<file path="config.mk">
export PLATFORM = sky130hd
export DESIGN_NAME = pix_mode_sel
export DESIGN_NICKNAME = d
export VERILOG_FILES = /design/src/rtl/pms_pkg.sv /design/src/rtl/pms_decode.sv /design/src/rtl/pms_delay.sv /design/src/rtl/pms_line_cnt.sv /design/src/rtl/pms_fifo.sv /design/src/rtl/pix_mode_sel.sv
export SDC_FILE = /design/constraint.sdc
export NUM_CORES = 1
export LEC_CHECK = 0
export ABC_CLOCK_PERIOD_IN_PS = 2600
export BUFFER_PORTS_ARGS = -buffer_cell sky130_fd_sc_hd__buf_2
export CORE_MARGIN = 2
export CORE_UTILIZATION = 57
export DETAILED_ROUTE_END_ITERATION = 8
export MAX_ROUTING_LAYER = met4
export PLACE_DENSITY = 0.88
export SLEW_MARGIN = 20
export SYNTH_ARGS = -nofsm -noshare
export SYNTH_HDL_FRONTEND = slang
export SYNTH_SLANG_ARGS = --single-unit
</file>
<file path="constraint.sdc">
create_clock -name clk -period 2.6 [get_ports clk]
set_input_delay 0.13 -clock clk [delete_from_list [all_inputs] [get_ports clk]]
set_output_delay 0.13 -clock clk [all_outputs]
set_load 0.02 [all_outputs]
</file>
<file path="src/rtl/pms_pkg.sv">
package pms_pkg;

   localparam int unsigned COMP_W = 8;
   localparam int unsigned RGB_W  = 3 * COMP_W;

   typedef logic [RGB_W-1:0] rgb_t;

   // Metadata that travels alongside a pending palette lookup
   typedef struct packed {
      logic direct;
      logic eol;
      rgb_t rgb;
   } pix_meta_t;

   localparam int unsigned META_W = $bits(pix_meta_t);

endpackage

</file>
<file path="src/rtl/pms_decode.sv">
module pms_decode #(
   parameter int unsigned WORD_W = 32,
   parameter int unsigned TAG_W  = 8,
   parameter int unsigned IDX_W  = 8,
   parameter int unsigned RGB_W  = 24,
   parameter logic [TAG_W-1:0] TAG_DIRECT = 8'h03
) (
   input  logic [WORD_W-1:0] ctrl_word,
   input  logic [WORD_W-1:0] colour_word,
   input  logic [IDX_W-1:0]  index_byte,
   output logic              is_direct,
   output logic [RGB_W-1:0]  direct_rgb,
   output logic [IDX_W-1:0]  pal_index
);
   localparam int unsigned TAG_LSB = WORD_W - TAG_W;

   logic [TAG_W-1:0] tag;
   logic             unused_bits;

   assign tag         = ctrl_word[WORD_W-1:TAG_LSB];
   assign is_direct   = (tag == TAG_DIRECT);
   assign direct_rgb  = colour_word[RGB_W-1:0];
   assign pal_index   = index_byte;
   assign unused_bits = ^{ctrl_word[TAG_LSB-1:0], colour_word[WORD_W-1:RGB_W]};

endmodule

</file>
<file path="src/rtl/pms_delay.sv">
module pms_delay #(
   parameter int unsigned LAT = 2,
   parameter int unsigned W   = 26
) (
   input  logic         clk,
   input  logic         rst_n,
   input  logic         d_vld,
   input  logic [W-1:0] d_dat,
   output logic         q_vld,
   output logic [W-1:0] q_dat
);
   generate
      if (LAT == 0) begin : g_wire
         assign q_vld = d_vld;
         assign q_dat = d_dat;
      end else begin : g_pipe
         logic [LAT-1:0] vld_q;
         logic [W-1:0]   dat_q [LAT];

         always_ff @(posedge clk or negedge rst_n) begin
            if (!rst_n) begin
               vld_q <= '0;
            end else begin
               vld_q[0] <= d_vld;
               for (int k = 1; k < LAT; k++) vld_q[k] <= vld_q[k-1];
            end
         end

         always_ff @(posedge clk) begin
            dat_q[0] <= d_dat;
            for (int k = 1; k < LAT; k++) dat_q[k] <= dat_q[k-1];
         end

         assign q_vld = vld_q[LAT-1];
         assign q_dat = dat_q[LAT-1];
      end
   endgenerate

endmodule

</file>
<file path="src/rtl/pms_line_cnt.sv">
module pms_line_cnt #(
   parameter int unsigned LINE_LEN = 1024
) (
   input  logic clk,
   input  logic rst_n,
   input  logic step,
   output logic last
);
   localparam int unsigned CW = (LINE_LEN > 2) ? $clog2(LINE_LEN) : 1;
   localparam logic [CW-1:0] LAST_POS = CW'(LINE_LEN - 1);

   logic [CW-1:0] pos_q;

   assign last = (pos_q == LAST_POS);

   always_ff @(posedge clk or negedge rst_n) begin
      if (!rst_n)    pos_q <= '0;
      else if (step) pos_q <= last ? '0 : pos_q + 1'b1;
   end

endmodule

</file>
<file path="src/rtl/pms_fifo.sv">
module pms_fifo #(
   parameter int unsigned DEPTH = 4,
   parameter int unsigned W     = 26
) (
   input  logic         clk,
   input  logic         rst_n,
   input  logic         push,
   input  logic [W-1:0] push_dat,
   input  logic         pop,
   output logic         empty,
   output logic [W-1:0] head
);
   localparam int unsigned PTR_W = (DEPTH > 1) ? $clog2(DEPTH) : 1;
   localparam int unsigned CNT_W = $clog2(DEPTH + 1);
   localparam logic [PTR_W-1:0] PTR_MAX = PTR_W'(DEPTH - 1);

   logic [W-1:0]     mem [DEPTH];
   logic [PTR_W-1:0] wr_q, rd_q;
   logic [CNT_W-1:0] cnt_q;

   function automatic logic [PTR_W-1:0] bump(input logic [PTR_W-1:0] p);
      return (p == PTR_MAX) ? '0 : p + 1'b1;
   endfunction

   assign empty = (cnt_q == '0);
   assign head  = mem[rd_q];

   always_ff @(posedge clk) begin
      if (push) mem[wr_q] <= push_dat;
   end

   always_ff @(posedge clk or negedge rst_n) begin
      if (!rst_n) begin
         wr_q  <= '0;
         rd_q  <= '0;
         cnt_q <= '0;
      end else begin
         if (push) wr_q <= bump(wr_q);
         if (pop)  rd_q <= bump(rd_q);
         case ({push, pop})
            2'b10:   cnt_q <= cnt_q + 1'b1;
            2'b01:   cnt_q <= cnt_q - 1'b1;
            default: cnt_q <= cnt_q;
         endcase
      end
   end

endmodule

</file>
<file path="src/rtl/pix_mode_sel.sv">
module pix_mode_sel #(
   parameter int unsigned WORD_W   = 32,
   parameter int unsigned TAG_W    = 8,
   parameter int unsigned IDX_W    = 8,
   parameter logic [7:0]  TAG_DIRECT = 8'h03,
   parameter int unsigned LUT_LAT  = 2,
   parameter int unsigned LINE_LEN = 1024
) (
   input  logic                      clk,
   input  logic                      rst_n,
   input  logic                      in_valid,
   output logic                      in_ready,
   input  logic [IDX_W-1:0]          in_index,
   input  logic [WORD_W-1:0]         in_word,
   input  logic [WORD_W-1:0]         in_ctrl,
   output logic [IDX_W-1:0]          lut_addr,
   input  logic [pms_pkg::RGB_W-1:0] lut_rgb,
   input  logic                      out_ready,
   output logic                      out_valid,
   output logic [pms_pkg::RGB_W-1:0] out_rgb,
   output logic                      out_direct,
   output logic                      out_eol
);
   import pms_pkg::*;

   localparam int unsigned DEPTH = LUT_LAT + 2;
   localparam int unsigned OCC_W = $clog2(DEPTH + 1);
   localparam logic [OCC_W-1:0] OCC_MAX = OCC_W'(DEPTH);

   generate
      if (WORD_W < RGB_W + TAG_W) begin : g_bad_word
         $error("WORD_W must hold the colour and the tag");
      end
      if (TAG_W != 8) begin : g_bad_tag
         $error("TAG_W must be 8");
      end
      if (LINE_LEN < 2) begin : g_bad_line
         $error("LINE_LEN must be at least 2");
      end
      if (LUT_LAT > 8) begin : g_bad_lat
         $error("LUT_LAT above 8 is not supported");
      end
   endgenerate

   logic      acc, pop;
   logic      dec_direct;
   rgb_t      dec_rgb;
   logic      line_last;
   pix_meta_t meta_in, meta_out, fifo_in, fifo_head;
   logic      meta_vld;
   logic      fifo_empty;
   logic [OCC_W-1:0] occ_q;

   assign in_ready = (occ_q < OCC_MAX);
   assign acc      = in_valid & in_ready;
   assign pop      = out_valid & out_ready;

   pms_decode #(
      .WORD_W(WORD_W), .TAG_W(TAG_W), .IDX_W(IDX_W), .RGB_W(RGB_W),
      .TAG_DIRECT(TAG_DIRECT)
   ) u_dec (
      .ctrl_word  (in_ctrl),
      .colour_word(in_word),
      .index_byte (in_index),
      .is_direct  (dec_direct),
      .direct_rgb (dec_rgb),
      .pal_index  (lut_addr)
   );

   pms_line_cnt #(.LINE_LEN(LINE_LEN)) u_line (
      .clk  (clk),
      .rst_n(rst_n),
      .step (acc),
      .last (line_last)
   );

   always_comb begin
      meta_in.direct = dec_direct;
      meta_in.eol    = line_last;
      meta_in.rgb    = dec_rgb;
   end

   pms_delay #(.LAT(LUT_LAT), .W(META_W)) u_dly (
      .clk  (clk),
      .rst_n(rst_n),
      .d_vld(acc),
      .d_dat(meta_in),
      .q_vld(meta_vld),
      .q_dat(meta_out)
   );

   // Merge point: the palette entry lines up with the delayed metadata
   always_comb begin
      fifo_in     = meta_out;
      fifo_in.rgb = meta_out.direct ? meta_out.rgb : lut_rgb;
   end

   pms_fifo #(.DEPTH(DEPTH), .W(META_W)) u_q (
      .clk     (clk),
      .rst_n   (rst_n),
      .push    (meta_vld),
      .push_dat(fifo_in),
      .pop     (pop),
      .empty   (fifo_empty),
      .head    (fifo_head)
   );

   assign out_valid  = ~fifo_empty;
   assign out_rgb    = fifo_head.rgb;
   assign out_direct = fifo_head.direct;
   assign out_eol    = fifo_head.eol;

   // Credit count: pixels in the delay line plus pixels in the queue
   always_ff @(posedge clk or negedge rst_n) begin
      if (!rst_n) begin
         occ_q <= '0;
      end else begin
         case ({acc, pop})
            2'b10:   occ_q <= occ_q + 1'b1;
            2'b01:   occ_q <= occ_q - 1'b1;
            default: occ_q <= occ_q;
         endcase
      end
   end

endmodule

</file>
==> results.md, run 1 <==
## Run status
- status: completed

## Power
- logic gate share of total power: 0.259
- Switching Power: 2.35 mW
- power density relative to cell area: 1000 mW/mm²
- switching power share of the total: 0.295
- static leakage power: 3.04 nW
- clock share of power: 0.279
- sequential cell fraction of total power: 0.463
- VDD IR-drop max: 0.000626 V
- Cell Int Power: 5.61 mW

## Drt
- number of nets with antenna violations after routing: 0
- vias: 3361
- post-detailed-route via-to-cell ratio: 5.24
- number of detailed-route iterations in the first pass: 4
- total wire length after detailed routing: 11.7 mm
- detailed router's first-iteration violation count: 172
- final routed wire length divided by cell count: 18.2 µm
- count of unresolved DRC violations after routing: 0

## Setup path
- worst setup path class: reg -> out
- endpoint required time on the critical path: 2470 ps
- crit end category: primary output
- data arrival time at the worst-slack endpoint: 2200 ps
- CP Launch Type: flip-flop
- maximum fanout along the worst path: 17

## Floorplanning
- Std-Cell Rows: 38
- core area: 0.0108 mm²
- starting density of the core: 0.583
- area of the die: 0.0119 mm²
- IO Count: 136
- die width: 109 µm
- vertical die dimension: 109 µm

## Global routing
- vias in the first global route: 3625
- Overflow after GRT: 0
- Global Route Usage Sum: 0.226
- global-route wire length before repair: 18.3 mm
- initial antenna violation count: 0
- maximum number of pins on one net before global-route repair: 23

## Logic synthesis
- average size of a mapped cell: 18.8 µm²
- cells after synthesis: 335
- Synth Register Bits: 178
- area of the mapped netlist: 0.00629 mm²
- share of synthesized area occupied by flip-flops and latches: 0.749
- total nets after synthesis: 445
- count of cell types in the netlist: 35
- warnings from Yosys: 0

## Clock network
- Inserted Clock Buffers: 17
- Clk pin slew, worst setup/hold paths: 60 ps
- clock tree from TritonCTS: yes
- number of levels in the clock H-tree: 4
- number of sinks driven by the clock tree: 178
- count of buffers added by post-CTS timing repair for setup: 0
- clock insertion delay at the later pin of the skew report: 530 ps
- buffer levels on the longest clock path: 2
- cell at the root of the clock tree: sky130_fd_sc_hd__clkbuf_8

## Place
- placer's final routability congestion estimate: 0.744
- dpl hpwl: 6.73 mm
- Port-buffer cells: 87

## Timing
- largest clock skew in the final design: 10.7 ps
- final slew viol count: 0
- relative slew slack: 0.540
- highest attainable clock frequency: 429 MHz
- post-route setup TNS: 0 ps
- final period utilization: 0.896
- worst-margin pin slew: 691 ps
- setup repair after global routing missed its margin: false
- Post-Route Hold Slack: 32.0 ps
- clock period minus final worst setup slack: 2330 ps
- count of final setup violators: 0
- final hold viol count: 0

## Final layout
- most common cell after layout, fill and taps aside: sky130_fd_sc_hd__edfxtp_1
- highest-count cells in the layout ignoring fill and taps: sky130_fd_sc_hd__edfxtp_1 (104), sky130_fd_sc_hd__buf_2 (87), sky130_fd_sc_hd__dlygate4sd3_1 (52), sky130_fd_sc_hd__dfxtp_1 (52)
- antenna cells: 0
- Filler Cell Count: 620
- Area growth syn-to-layout: 26.3%
- number of nets in the layout: 598
- fraction of layout cells with a size suffix above 1: 0.361

## Worst hold path
- worst hold-check path type: in -> reg

## Run
- maxcap violations: 0

power by group through the flow:
stage,combinational (mW),clock [mW],sequential [mW]
after floorplan,1.50,0,3.57
after global placement,1.95,0,3.69
after detailed placement,2.01,0,3.73
after CTS,2.08,2.26,3.68
after global routing,2.24,2.39,3.72
final,2.06,2.22,3.68
per-layer routing:
metal	share of wire	global-route usage	routed length (µm)	vias to the layer above
li1	-	-	-	1562
met1	0.37	0.242	4280	1661
met2	0.55	0.384	6440	111
met3	0.050	0.0681	579	27
met4	0.031	0.109	362	0
met5	0	-	0	-
layout make-up:
class                   instances  area, µm²  share of cell area
flip-flops and latches        178       4720               0.593
multi-input cells             128       1430               0.179
repair buffers                151       1070               0.135
clock buffers                  19        422              0.0530
well taps                     140        175              0.0220
clock inverters                13       95.1              0.0120
inverters                      12       45.0             0.00567
final timing paths:
check                                               from                         to  slack [ps]  depth (start not counted)
worst max-delay path                         u_q.rd_q[0]                out_rgb[12]         270                          3
max in group asynchronous                          rst_n                u_q.rd_q[0]        2130                          2
min in group asynchronous                          rst_n            u_line.pos_q[4]         100                          2
worst max register to register              u_q.cnt_q[1]               u_q.cnt_q[1]         590                          7
worst min register to register  u_dly.g_pipe.dat_q[0][7]  u_dly.g_pipe.dat_q[0][33]         320                          0
worst min-delay path                           out_ready                u_q.rd_q[1]          30                          3
worst max-delay path: stages, from the launching register on:
cell and delay, ps:
sky130_fd_sc_hd__dfrtp_2 680, sky130_fd_sc_hd__buf_12 250, sky130_fd_sc_hd__mux4_2 550, sky130_fd_sc_hd__buf_2 180
sequential cells by signal (all words and copies together) (netlist names):
register and count:
u_line.pos_q 10, u_dly.g_pipe.vld_q 2, u_q.wr_q 2, occ_q 3, u_dly.g_pipe.dat_q 52, u_q.mem 104, u_q.cnt_q 3, u_q.rd_q 2
Yosys cell counts, drive strengths merged:
| library cell | n | area [µm²] |
|---|---|---|
| edfxtp | 104 | 3120 |
| dfxtp | 52 | 1040 |
| mux2 | 26 | 293 |
| mux4 | 26 | 586 |
| dfrtp | 22 | 551 |
| buf | 16 | 104 |
| nand2 | 14 | 52.6 |
| inv | 12 | 45.0 |
| ha | 8 | 100 |
| o21ai | 8 | 40.0 |
| xnor2 | 7 | 61.3 |
| and2 | 4 | 25.0 |
| a21oi | 3 | 15.0 |
| nor2 | 3 | 11.3 |
| or3 | 3 | 20.0 |
| or4 | 3 | 22.5 |
| xor2 | 3 | 26.3 |
| fa | 2 | 40.0 |
| nand2b | 2 | 12.5 |
| nand3 | 2 | 10.0 |
| nand3b | 2 | 15.0 |
| nand4 | 2 | 18.8 |
| nor3 | 2 | 10.0 |
| nor4 | 2 | 12.5 |
| o22a | 2 | 17.5 |
| and4 | 1 | 10.0 |
| and4b | 1 | 10.0 |
| clkbuf | 1 | 3.75 |
| o31ai | 1 | 7.51 |
| o41ai | 1 | 8.76 |
repair_timing:
item,in CTS,in global routing
endpoints found under the hold margin,144,0
gates resized for setup,0,0
hold buffers,52,0
kinds of logic after synthesis:
| logic type | count (synthesis) | share of synthesized area |
|---|---|---|
| xor+xnor | 10 | 0.0139 |
| buf+inv | 29 | 0.0243 |
| flops | 178 | 0.749 |
| simple gates | 41 | 0.0366 |
| fa+ha+maj | 10 | 0.0223 |
| compound gates | 15 | 0.0141 |
| mux | 52 | 0.140 |
per-stage QoR:
stage               cell area, µm²  worst slack (ps)  total power, mW  utilization  cells
floorplan                     6290               654             5.07            -    335
global placement              6910               668             5.64        0.640    557
detailed placement            6910               589             5.73        0.640    557
CTS                           7950               205             8.01        0.736    641
global route                  7950               156             8.35        0.736    641
finish                        7950               271             7.96        0.736    641
(Power assumes the default switching activity.)
==> inputs of run 2 (changes only) <==
--- a/config.mk
+++ b/config.mk
@@ -5,6 +5,7 @@
 export SDC_FILE = /design/constraint.sdc
 export NUM_CORES = 1
 export LEC_CHECK = 0
+export ABC_AREA = 1
 export ABC_CLOCK_PERIOD_IN_PS = 2600
 export BUFFER_PORTS_ARGS = -buffer_cell sky130_fd_sc_hd__buf_2
 export CORE_MARGIN = 2
==> results.md, run 2 <==
## Run status
- status: completed

## Power
- switching power share of the total: 0.352, +0.0564
- static leakage power: 3.17 nW, +4.5%
- power density relative to cell area: 1060 mW/mm², +5.7%
- Switching Power: 2.97 mW, +26%
- VDD IR-drop max: 0.000670 V, +7.0%
- clock share of power: 0.290, +0.011
- sequential cell fraction of total power: 0.421, -0.042
- Cell Int Power: 5.48 mW, -2.3%
- logic gate share of total power: 0.289, +0.030

## Floorplanning
- Std-Cell Rows: 38, unchanged
- area of the die: 0.0121 mm², +1.6%
- core area: 0.0109 mm², +0.88%
- starting density of the core: 0.588, +0.00456
- die width: 110 µm, +0.80%
- vertical die dimension: 110 µm, +0.80%
- IO Count: 136, unchanged

## Setup path
- Cell Chain, Critical Path: buf_4, o21ai_0, o22ai_1, buf_2
- maximum fanout along the worst path: 54, +37
- crit end category: primary output
- cell at the slowest stage of the critical path: sky130_fd_sc_hd__buf_4
- CP Launch Type: flip-flop
- WP buf/inv: 2, unchanged
- endpoint required time on the critical path: 2470 ps, about the same
- Top Family by Delay on Critical Path: buffers and inverters
- data arrival time at the worst-slack endpoint: 2080 ps, -120 ps
- worst setup path class: reg -> out
- largest stage delay on the critical path: 460 ps, -220 ps

## Logic synthesis
- cell taking the most area after synthesis: sky130_fd_sc_hd__edfxtp_1
- cells after synthesis: 467, +39%
- warnings from Yosys: 0, unchanged
- area of the mapped netlist: 0.00640 mm², +1.7%
- total nets after synthesis: 577, +30%
- asr flop ratio synth: 0.124, unchanged
- count of cell types in the netlist: 31, -11%
- cell with the most instances after synthesis: sky130_fd_sc_hd__edfxtp_1
- Yosys top cell area share: 0.488, -0.00815
- top cells by count, synth: sky130_fd_sc_hd__edfxtp_1 (104), sky130_fd_sc_hd__nor2_1 (58), sky130_fd_sc_hd__o21ai_0 (55)
- number of enable flip-flop cells after synthesis: 104, unchanged
- largest cells by area after synthesis: sky130_fd_sc_hd__edfxtp_1 (49%), sky130_fd_sc_hd__dfxtp_1 (16%), sky130_fd_sc_hd__dfrtp_1 (8.6%), sky130_fd_sc_hd__o21ai_0 (4.3%), sky130_fd_sc_hd__mux2_2 (4.2%)
- Top FF cell, synth: sky130_fd_sc_hd__edfxtp_1
- share of synthesized area occupied by flip-flops and latches: 0.737, -0.0123
- average size of a mapped cell: 13.7 µm², -27%
- Synth Register Bits: 178, unchanged

## Clock network
- number of sinks driven by the clock tree: 178, unchanged
- quantity of gates resized following cts: 0, unchanged
- buffer levels on the longest clock path: 2, unchanged
- clock insertion delay at the later pin of the skew report: 550 ps, +20 ps
- cell at the root of the clock tree: sky130_fd_sc_hd__clkbuf_8
- Inserted Clock Buffers: 17, unchanged
- Clk pin slew, worst setup/hold paths: 70 ps, about the same
- count of buffers added by post-CTS timing repair for setup: 0, unchanged
- number of levels in the clock H-tree: 4, unchanged
- clock tree from TritonCTS: yes

## Global routing
- Overflow after GRT: 0, unchanged
- vias in the first global route: 4355, +20%
- global-route wire length before repair: 21.1 mm, +16%
- initial antenna violation count: 0, unchanged
- maximum number of pins on one net before global-route repair: 55, +140%
- Global Route Usage Sum: 0.251, +0.0247

## Timing
- largest clock skew in the final design: 9.91 ps, -0.795 ps
- final hold viol count: 0, unchanged
- final slew viol count: 0, unchanged
- worst-margin pin slew: 561 ps, -129 ps
- relative slew slack: 0.626, +0.0859
- Post-Route Hold Slack: 54.1 ps, +22.1 ps
- post-route setup TNS: 0 ps, unchanged
- highest attainable clock frequency: 452 MHz, +5.2%
- setup repair after global routing missed its margin: false
- final period utilization: 0.852, -0.0442
- count of final setup violators: 0, unchanged
- clock period minus final worst setup slack: 2210 ps, -115 ps

## Final layout
- most common cell after layout, fill and taps aside: sky130_fd_sc_hd__edfxtp_1
- Largest register FFs: 104, unchanged
- highest-count cells in the layout ignoring fill and taps: sky130_fd_sc_hd__edfxtp_1 (104), sky130_fd_sc_hd__buf_2 (87), sky130_fd_sc_hd__nor2_1 (58)
- number of nets in the layout: 716, +20%
- fraction of layout cells with a size suffix above 1: 0.262, -0.0996
- register ranked first by flip-flop count: u_q.mem
- largest registers: u_q.mem x104, u_dly.g_pipe.dat_q x52, u_line.pos_q x10
- antenna cells: 0, unchanged
- Area growth syn-to-layout: 24.8%

## Drt
- post-detailed-route via-to-cell ratio: 5.45, +3.9%
- final routed wire length divided by cell count: 18.0 µm, -0.88%
- number of nets with antenna violations after routing: 0, unchanged
- number of detailed-route iterations in the first pass: 5, +1
- vias: 4133, +23%
- detailed router's first-iteration violation count: 371, +120%
- total wire length after detailed routing: 13.7 mm, +17%
- count of unresolved DRC violations after routing: 0, unchanged

## Place
- Port-buffer cells: 87, unchanged
- placer's final routability congestion estimate: 0.712, -4.3%
- dpl hpwl: 7.34 mm, +9.1%

## Run
- maxcap violations: 0, unchanged

## Worst hold path
- worst hold-check path type: in -> async

## run 2: cells by family (layout without fill, tap and decap cells)
logic type / after synthesis / count (layout) / synth area share
flip-flops: 178 / 178 / 0.737
AND/OR/NAND/NOR: 102 / 102 / 0.0673
AO/OA/AOI/OAI: 91 / 91 / 0.0763
buffers and inverters: 52 / 204 / 0.0415
multiplexers: 25 / 25 / 0.0438
adder cells (fa/ha/maj): 10 / 10 / 0.0219
XOR/XNOR: 9 / 9 / 0.0123
## run 2: metal layers
metal / wire length (µm) / global-route usage
met4: 464 / 0.121
met3: 1040 / 0.0759
met5: 0 / -
met2: 7250 / 0.439
met1: 4930 / 0.255
## run 2: area by class of cell
cell class	count	area, µm²
fillers	641	2900
clock inverters	15	151
repair buffers	147	1020
inverters	25	96.3
well taps	140	175
clock buffers	17	414
flip-flops and latches	178	4720
multi-input cells	237	1420
## run 2: power by group through the flow
stage	combinational (mW)	sequential (mW)	clock (mW)
4_1_cts	2.43	3.56	2.46
5_1_grt	2.67	3.59	2.58
3_5_place_dp	2.34	3.61	0
2_1_floorplan	1.64	3.57	0
3_3_place_gp	2.22	3.58	0
6_report	2.44	3.56	2.45
## run 2: repair_timing
item	4_1_cts	5_1_grt
endpoints found under the setup margin	0	0
hold endpoints to repair	145	0
hold buffers	52	0
## run 2: worst paths after layout
kind | from | end | slack [ps] | cells after the start
worst min-delay path | rst_n | occ_q[0] | 50 | 2
worst max-delay path | u_q.rd_q[0] | out_rgb[6] | 390 | 4
worst min register to register | u_dly.g_pipe.dat_q[0][13] | u_dly.g_pipe.dat_q[0][39] | 330 | 0
max in group asynchronous | rst_n | u_q.rd_q[0] | 2200 | 2
worst max register to register | u_q.cnt_q[0] | occ_q[2] | 580 | 9
min in group clk | out_ready | u_q.rd_q[1] | 70 | 3
## run 2: per-stage QoR
| stage | power (mW) | instances | instance area (µm²) | worst slack (ps) | util |
|---|---|---|---|---|---|
| after global routing | 8.85 | 759 | 7990 | 294 | 0.734 |
| final | 8.45 | 759 | 7990 | 385 | 0.734 |
| after CTS | 8.45 | 759 | 7990 | 360 | 0.734 |
| after global placement | 5.80 | 675 | 6900 | 676 | 0.634 |
| after floorplan | 5.20 | 467 | 6400 | 607 | - |
| after detailed placement | 5.95 | 675 | 6900 | 610 | 0.634 |
